[src/rtl/pd_wake_seq.sv]
module pd_wake_seq #(
  parameter int ENTRY_DLY = 2,
  parameter int QUAL_CYC  = 25,
  parameter int REG_US    = 150,
  parameter int PLL_US    = 200,
  parameter int FLASH_US  = 160,
  parameter int BOOT_US   = 250
) (
  input  logic       clk,
  input  logic       rst_n,
  input  logic       hw_rst,
  input  logic       pd_req,
  input  logic [1:0] wsrc_sel,
  input  logic       wake_full,
  input  logic       ext_irq_in,
  input  logic       ser_rx_in,
  input  logic       us_tick,
  input  logic       vreg_ok,
  input  logic       pll_lock,
  input  logic       flash_rdy,
  input  logic       wkflag_clr,
  output logic       clk_en,
  output logic       pd_active,
  output logic       sys_rst,
  output logic       hold_pins,
  output logic       wake_flag
);
  localparam int M1   = (REG_US > PLL_US) ? REG_US : PLL_US;
  localparam int M2   = (FLASH_US > BOOT_US) ? FLASH_US : BOOT_US;
  localparam int MXUS = (M1 > M2) ? M1 : M2;
  localparam int UW   = $clog2(MXUS + 1);
  localparam int QW   = $clog2(QUAL_CYC + 1);
  localparam int DW   = $clog2(ENTRY_DLY + 1);
  localparam logic [UW-1:0] REG_L   = UW'(REG_US);
  localparam logic [UW-1:0] PLL_L   = UW'(PLL_US);
  localparam logic [UW-1:0] FLASH_L = UW'(FLASH_US);
  localparam logic [UW-1:0] BOOT_L  = UW'(BOOT_US);
  localparam logic [UW-1:0] MX_L    = UW'(MXUS);
  localparam logic [QW-1:0] QEND    = QW'(QUAL_CYC - 1);
  localparam logic [DW-1:0] DEND    = DW'(ENTRY_DLY - 1);

  typedef enum logic [2:0] {S_RUN, S_ARM, S_PD, S_REG, S_PLL, S_FLASH, S_BOOT} st_t;

  st_t           st;
  logic [1:0]    sel_q;
  logic          full_q, rpath, from_wake, seen_hi;
  logic [QW-1:0] qcnt;
  logic [UW-1:0] ucnt;
  logic [DW-1:0] dcnt;
  logic          low_det, done, flag_set;

  assign low_det = (sel_q[0] & ~ext_irq_in) | (sel_q[1] & ~ser_rx_in);

  always_comb begin
    case (st)
      S_REG:   done = (ucnt >= REG_L) && vreg_ok;
      S_PLL:   done = pll_lock || (ucnt >= PLL_L);
      S_FLASH: done = (ucnt >= FLASH_L) && flash_rdy;
      S_BOOT:  done = (ucnt >= BOOT_L);
      default: done = 1'b0;
    endcase
  end

  always_ff @(posedge clk or negedge rst_n) begin
    if (!rst_n) begin
      st <= S_RUN; sel_q <= '0; full_q <= 1'b0; rpath <= 1'b0; from_wake <= 1'b0;
      seen_hi <= 1'b0; qcnt <= '0; ucnt <= '0; dcnt <= '0;
    end else if (hw_rst) begin
      st <= S_REG; rpath <= 1'b1; from_wake <= 1'b0; ucnt <= '0;
    end else begin
      case (st)
        S_RUN: if (pd_req) begin
          st <= S_ARM; sel_q <= wsrc_sel; full_q <= wake_full; dcnt <= '0;
        end
        S_ARM: if (dcnt == DEND) begin
          st <= S_PD; seen_hi <= 1'b0; qcnt <= '0;
        end else dcnt <= dcnt + 1'b1;
        S_PD: if (!low_det) begin
          seen_hi <= 1'b1; qcnt <= '0;
        end else if (seen_hi) begin
          if (qcnt == QEND) begin
            st <= S_REG; rpath <= full_q; from_wake <= full_q; ucnt <= '0;
          end else qcnt <= qcnt + 1'b1;
        end
        default: if (done) begin
          ucnt <= '0;
          case (st)
            S_REG:   st <= S_PLL;
            S_PLL:   st <= rpath ? S_FLASH : S_RUN;
            S_FLASH: st <= S_BOOT;
            default: st <= S_RUN;
          endcase
        end else if (us_tick && ucnt != MX_L) ucnt <= ucnt + 1'b1;
      endcase
    end
  end

  assign flag_set = (st == S_BOOT) && done && from_wake && !hw_rst;

  always_ff @(posedge clk or negedge rst_n) begin
    if (!rst_n)          wake_flag <= 1'b0;
    else if (flag_set)   wake_flag <= 1'b1;
    else if (wkflag_clr) wake_flag <= 1'b0;
  end

  assign clk_en    = (st == S_RUN) || (st == S_ARM);
  assign pd_active = (st == S_PD);
  assign sys_rst   = rpath && (st == S_REG || st == S_PLL || st == S_FLASH || st == S_BOOT);
  assign hold_pins = (st == S_PD) || (!rpath && (st == S_REG || st == S_PLL));

  a_r9_hwrst_forces_reset: assert property (@(posedge clk) disable iff (!rst_n)
    hw_rst |=> sys_rst);
  a_r5_high_line_stays_pd: assert property (@(posedge clk) disable iff (!rst_n)
    (st == S_PD && !low_det && !hw_rst) |=> pd_active);
  a_r2_entry_delay: assert property (@(posedge clk) disable iff (!rst_n)
    (st == S_RUN && pd_req && !hw_rst) |=> (clk_en && !pd_active));
  a_r10_flag_clear_only_by_sw: assert property (@(posedge clk) disable iff (!rst_n)
    $fell(wake_flag) |-> $past(wkflag_clr));
  a_r7_flag_rises_on_return: assert property (@(posedge clk) disable iff (!rst_n)
    $rose(wake_flag) |-> (clk_en && !sys_rst));
  a_r11_no_clock_after_pd: assert property (@(posedge clk) disable iff (!rst_n)
    pd_active |=> !clk_en);
endmodule

[config.mk]
export PLATFORM = sky130hd
export DESIGN_NAME = pd_wake_seq
export DESIGN_NICKNAME = d
export VERILOG_FILES = /design/src/rtl/pd_wake_seq.sv
export SDC_FILE = /design/constraint.sdc
export NUM_CORES = 1
export LEC_CHECK = 0
export ABC_AREA = 1
export CELL_PAD_IN_SITES_DETAIL_PLACEMENT = 0
export CELL_PAD_IN_SITES_GLOBAL_PLACEMENT = 1
export CORE_MARGIN = 2
export CORE_UTILIZATION = 37
export DETAILED_ROUTE_END_ITERATION = 8
export GPL_ROUTABILITY_DRIVEN = 0
export PLACE_DENSITY = 0.81
export SETUP_SLACK_MARGIN = 0.1
export SYNTH_ARGS = -nofsm -noshare
export SYNTH_HDL_FRONTEND = slang
export SYNTH_SLANG_ARGS = --single-unit
[constraint.sdc]
create_clock -name clk -period 1.5 [get_ports clk]
set_input_delay 0.15 -clock clk [delete_from_list [all_inputs] [get_ports clk]]
set_output_delay 0.15 -clock clk [all_outputs]
set_load 0.02 [all_outputs]
==> flow_summary.ini, run 1 <==
[synth]
yosys_most_used_dff = dfrtp_1
async_flop_share_pct = 100
yosysMostFrequentCell = nand2_1
syn_area_um2 = 1730
ys_seq_elements = 25
syn_avg_cell_area_um2 = 7.71
synth_edf_count = 0
synth_common_cells = 44 x nand2_1, 29 x inv_1, 25 x dfrtp_1, 21 x nand3_1, 21 x nor2_1
synth.distinct_cells = 34
synth_area_leader_cell = dfrtp_1
yosys_warnings = 0
synth_cells = 224
synth_top_area_share_pct = 36.2
synth.area.top_cells = dfrtp_1 36%, nand2_1 9.6%, inv_1 6.3%
ys_seq_area_share_pct = 36.2
synth_nets = 243

[die]
rows = 24
die_height_um = 72.3
core_area_um2 = 4410
start_util_pct = 39.1
fp.dieW_um = 72.3
io-pin-count = 19
die_area_um2 = 5230

[status]
failed_checks = negative setup slack
outcome = finished with violations

[power_and_ir_drop]
p_int_mw = 2.01
power_frac_seq_pct = 29.1
p_comb_share_pct = 59.3
p_sw_mw = 1.52
ir_worst_vdd_uv = 861
leakage_nw = 1.19
power_mw = 3.53
cellPowerDensity_nw_per_um2 = 1420
clkPwrFrac_pct = 11.7
switching_share_pct = 43.1

[clock_network]
clk_pin_slew_worst_paths_ns = 0.09
clockBufferDepth = 2
cts_tree = yes
numClockSinks = 25
cts_root_buf = clkbuf_8
clock_latency_ns = 0.27
htree_levels = 1
cts-buffers-inserted = 3
postCtsHoldBufs = 0

[route]
wire_per_inst_um = 12.6
wirelength_um = 4310
via_count = 1686
drtAntennaViolNets = 0
drt_iter0_markers = 92
drc = 0
vias_per_cell = 4.94
firstDrtPassIters = 4

[critical_path]
cp.required_ns = 1.67
cp_data_arrival_time_ns = 1.75
cp_cell_sequence = buf_6 -> nor2_4 -> nand3b_1 -> buf_4 -> nand3_4 -> buf_4 -> nor2_4 -> nor2_2 -> a21oi_1
worstSetupEndpointType = flip-flop
path_class = reg2reg
cp-start-kind = flip-flop
cp_slowest_stage_delay_ns = 0.47
cp_max_fo = 6
cp_slowest_cell = dfrtp_2

[sta]
worstMarginPinSlew_ns = 0.328
layout_min_cycle_time_ns = 1.58
fin_skew_ns = 0.00250
fmax_mhz = 631
drv_slew = 0
setup_slack_ns = -0.0840
relSlewSlack_pct = 78.1
tns_ns = -0.810
setup_violations = 23
rsz0062_at_grt = true
hold_violations = 0
post-route-period-util_pct = 106

[layout]
synthToLayoutAreaGrowth_pct = 44.0
final_layout_size_suffix_gt1_share_pct = 41.9
fin_cells = 341
finalInstanceArea_um2 = 2490
diodes = 0
fin_nets = 309
ff_latch_area_um2 = 631
multi_input_area_um2 = 1090
fillCellCount = 432

[placement]
dpl_cell_area_um2 = 2230
dp_hpwl_um = 3130
port_buffers = 18
numPlacedInstances = 327

[global_route]
grt_pass1_wl_um = 7410
grt_max_degree = 26
grt_overflow_total = 0
gr-usage-all-layers_pct = 17.9
antenna_found_initial = 0
grt_pass1_vias = 1615

[run]
drv_cap = 0

[hold_path]
hold_class = in2async
[per-stage QoR]
stage               worst slack, ns  utilization [%]  hold WS (ns)
floorplan                    0.0334                -        -0.146
finish                      -0.0840             56.3         0.228
detailed placement           -0.121             50.5         0.503
CTS                         -0.0352             54.2         0.245
global route                 -0.182             56.3         0.251
global placement             -0.110             50.5         0.494
[worst paths after layout]
path / startpoint / to / slack [ns] / depth (start not counted)
min in group clk: wsrc_sel[1] / sel_q[1] / 0.45 / 3
hold / removal: rst_n / st[1] / 0.23 / 2
setup reg to reg: st[2] / seen_hi / -0.08 / 9
hold reg to reg: dcnt[0] / dcnt[0] / 0.51 / 1
max in group asynchronous: rst_n / ucnt[1] / 1.00 / 2
setup / recovery: st[2] / seen_hi / -0.08 / 9
[power by group through the flow]
stage | combinational [mW] | clock, mW | sequential (mW)
floorplan | 1.01 | 0 | 1.01
global placement | 1.70 | 0 | 1.01
detailed placement | 1.71 | 0 | 1.02
CTS | 1.93 | 0.423 | 1.02
global route | 2.30 | 0.445 | 1.05
finish | 2.09 | 0.411 | 1.03
[timing repair]
item | CTS | global route
buffers inserted | 5 | 4
setup endpoints to repair | 29 | 28
resized for setup | 44 | 20
cloned | 1 | 0
pin swaps | 8 | 8
[sequential cells by signal, summed over array words and instances (netlist names)]
register   cells
dcnt           2
from_wake      1
sel_q          2
seen_hi        1
wake_flag      1
st             3
rpath          1
qcnt           5
full_q         1
ucnt           8
[final cells by class]
class | instances | area share, %
Inverter | 37 | 5.73
Clock inverter | 1 | 0.201
Timing Repair Buffer | 61 | 20.5
Multi-Input combinational cell | 162 | 44.0
Tap cell | 52 | 2.62
Clock buffer | 3 | 1.66
Sequential cell | 25 | 25.4
[per-layer routing]
| metal | GRT usage (%) | up-vias | part of all wire (%) |
|---|---|---|---|
| met2 | 30.7 | 25 | 52 |
| met5 | 0 | - | 0 |
| met1 | 23.2 | 791 | 44 |
| li1 | - | 868 | - |
| met4 | 5.03 | 0 | 0.56 |
| met3 | 3.19 | 2 | 3.5 |
[layout by cell type (no fill, tap or decap), types with 2 or more instances in the layout]
cell | synthesis | final
nand4_1 | 10 | 10
buf_6 | 0 | 6
nor2_1 | 21 | 16
nor2_4 | 1 | 3
o21ai_2 | 8 | 9
clkdlybuf4s50_1 | 0 | 13
a21oi_1 | 5 | 5
nand3_1 | 21 | 14
nor2_2 | 1 | 4
dfrtp_2 | 0 | 4
nand2_1 | 44 | 38
inv_1 | 29 | 24
buf_2 | 0 | 2
o21ai_1 | 4 | 7
xor2_1 | 3 | 3
nand3_2 | 5 | 9
dfrtp_1 | 25 | 21
ha_1 | 5 | 4
a21oi_4 | 1 | 2
nand2_2 | 4 | 10
clkbuf_8 | 0 | 3
buf_4 | 0 | 39
mux2_2 | 2 | 2
inv_2 | 7 | 12
o21ai_0 | 10 | 6
nand3_4 | 1 | 4
nand2_4 | 3 | 4
[critical path, delay by kind of cell, from the launching register on]
kind / cells / cell delay [ns]
AND/OR/NAND/NOR: 5 / 0.53
flip-flops: 1 / 0.47
buffers and inverters: 3 / 0.44
AO/OA/AOI/OAI: 1 / 0.04
[cell families (layout without fill, tap and decap cells)]
| kind of cell | after synthesis | count (layout) | share of synthesized area (%) |
|---|---|---|---|
| muxes | 2 | 2 | 1.30 |
| xor gates and xnor gates | 4 | 4 | 2.03 |
| adders and majority gates | 5 | 5 | 3.62 |
| AOI/OAI and AO/OA | 34 | 34 | 13.2 |
| and+or+nand+nor | 116 | 117 | 34.8 |
| DFF | 25 | 25 | 36.2 |
| buffers and inverters | 38 | 102 | 8.91 |
Note: power is estimated with default switching activity, not from simulation.
==> run 2: changes to the inputs <==
Settings changed: CELL_PAD_IN_SITES_DETAIL_PLACEMENT 0 to default, CELL_PAD_IN_SITES_GLOBAL_PLACEMENT 1 to default, CORE_UTILIZATION 37 to 51, CTS_CLUSTER_SIZE from default to 8, PLACE_DENSITY 0.81 to 0.82.
==> run 2 against run 1 <==
The run still ends with negative setup slack left. Worst hold slack worse by 0.069 ns. Critical path depth unchanged. Sequential power about the same. Largest cell class unchanged. First-iteration DRC count up 63%. Power up 8.1%. Non-clock buffer count up 4. Via count up 8.3%.
==> flow_summary.ini, run 2 (synthesis results as in run 1) <==
[global_route]
grt_pass1_wl_um = 7830
grt_max_degree = 26
gr-usage-all-layers_pct = 25.3
grt_pass1_vias = 1706
antenna_found_initial = 0
grt_overflow_total = 0

[die]
start_util_pct = 52.6
die_height_um = 62.2
fp.dieW_um = 62.2
die_area_um2 = 3870
core_area_um2 = 3280
io-pin-count = 19
rows = 21

[layout]
fin_nets = 313
diodes = 0
final_cell_mix = 37 x buf_4, 29 x nand2_1, 24 x inv_1, 21 x dfrtp_1, 18 x nor2_1
mostFrequentLayoutCell = buf_4
largest_register = ucnt
synthToLayoutAreaGrowth_pct = 51.3
largest_reg_flops = 8
reg_top3 = ucnt: 8 flops, qcnt: 5 flops, st: 3 flops
final_layout_size_suffix_gt1_share_pct = 47.4
fin_cells = 339
final_util_pct = 79.6

[sta]
setup_slack_ns = -0.113
fin_skew_ns = 0.00132
fmax_mhz = 620
post-route-period-util_pct = 108
relSlewSlack_pct = 77.3
hold_violations = 0
drv_slew = 0
layout_min_cycle_time_ns = 1.61
worstMarginPinSlew_ns = 0.339
rsz0062_at_grt = true
setup_violations = 25
hold_slack_ns = 0.160

[status]
failed_checks = negative setup slack
outcome = finished with violations

[run]
drv_cap = 0

[route]
drtAntennaViolNets = 0
wirelength_um = 5200
drc = 0
firstDrtPassIters = 4
wire_per_inst_um = 15.3
vias_per_cell = 5.39
drt_iter0_markers = 150
via_count = 1826

[critical_path]
cp-start-kind = flip-flop
cp.required_ns = 1.77
cp_data_arrival_time_ns = 1.89
worstSetupEndpointType = flip-flop
path_class = reg2reg
cp_max_fo = 8

[clock_network]
cts-buffers-inserted = 3
clk_pin_slew_worst_paths_ns = 0.15
cts_tree = yes
cts_root_buf = clkbuf_4
htree_levels = 1
numClockSinks = 25
clock_latency_ns = 0.33
clockBufferDepth = 2

[power_and_ir_drop]
ir_worst_vdd_uv = 587
power_frac_seq_pct = 27.8
p_comb_share_pct = 63.6
cellPowerDensity_nw_per_um2 = 1460
power_mw = 3.81
leakage_nw = 1.23
switching_share_pct = 46.2
p_sw_mw = 1.76
clkPwrFrac_pct = 8.6
p_int_mw = 2.05

[placement]
numPlacedInstances = 325
port_buffers = 18
detailedPlace.worstSlack_ns = -0.184
dp_hpwl_um = 3090

[hold_path]
hold_class = in2async
## run 2: area by class of cell
cell class,count,area (um2)
clock buffer,3,22.5
clock inverter,1,7.51
fill,211,669
inverter,37,149
multi-input combinational,162,1180
sequential,25,631
tap,46,57.6
timing repair buffer,65,568
## run 2: what timing repair did
| action | CTS | global route |
|---|---|---|
| hold buffers | 0 | 0 |
| gates resized for setup | 57 | 41 |
| hold endpoints to repair | 0 | 0 |
| gates cloned | 1 | 0 |
| buffers inserted | 5 | 4 |
| pin swaps | 9 | 18 |
| endpoints found under the setup margin | 30 | 29 |
## run 2: worst paths after layout
path	cells after the start	startpoint	endpoint	slack, ns
worst max-delay path	9	st[1]	qcnt[2]	-0.11
worst min-delay path	2	rst_n	qcnt[4]	0.16
worst max register to register	9	st[1]	qcnt[2]	-0.11
worst min register to register	1	sel_q[0]	sel_q[0]	0.54
max in group asynchronous	2	rst_n	ucnt[1]	1.07
min in group clk	3	wsrc_sel[1]	sel_q[1]	0.41
## run 2: metrics by stage
stage                     instance area (um2)  setup TNS [ns]
after global routing                     2620           -3.42
final                                    2620           -1.57
after floorplan                          1740               0
after CTS                                2430          -0.571
after detailed placement                 2250           -2.52
after global placement                   2250           -1.77
## run 2: power groups by stage
stage | sequential, mW | combinational, mW | clock, mW
3_5_place_dp | 1.02 | 1.68 | 0
2_1_floorplan | 1.01 | 1.01 | 0
4_1_cts | 1.02 | 1.97 | 0.325
5_1_grt | 1.09 | 2.60 | 0.368
3_3_place_gp | 1.01 | 1.63 | 0
6_report | 1.06 | 2.42 | 0.329
## run 2: critical path, stage by stage, from the launching register on
cell	delay (ns)
dfrtp_2	0.49
buf_6	0.14
nand3_4	0.08
inv_2	0.07
buf_4	0.14
nand2_1	0.08
inv_2	0.07
a21oi_4	0.24
a21oi_1	0.11
a21oi_1	0.13
## run 2: per-layer routing
layer	global-route usage, %	part of all wire (%)	up-vias
li1	-	-	881
met1	31.5	43	890
met2	45.8	52	47
met3	3.44	3.5	8
met4	6.94	1.6	0
met5	0	0	-
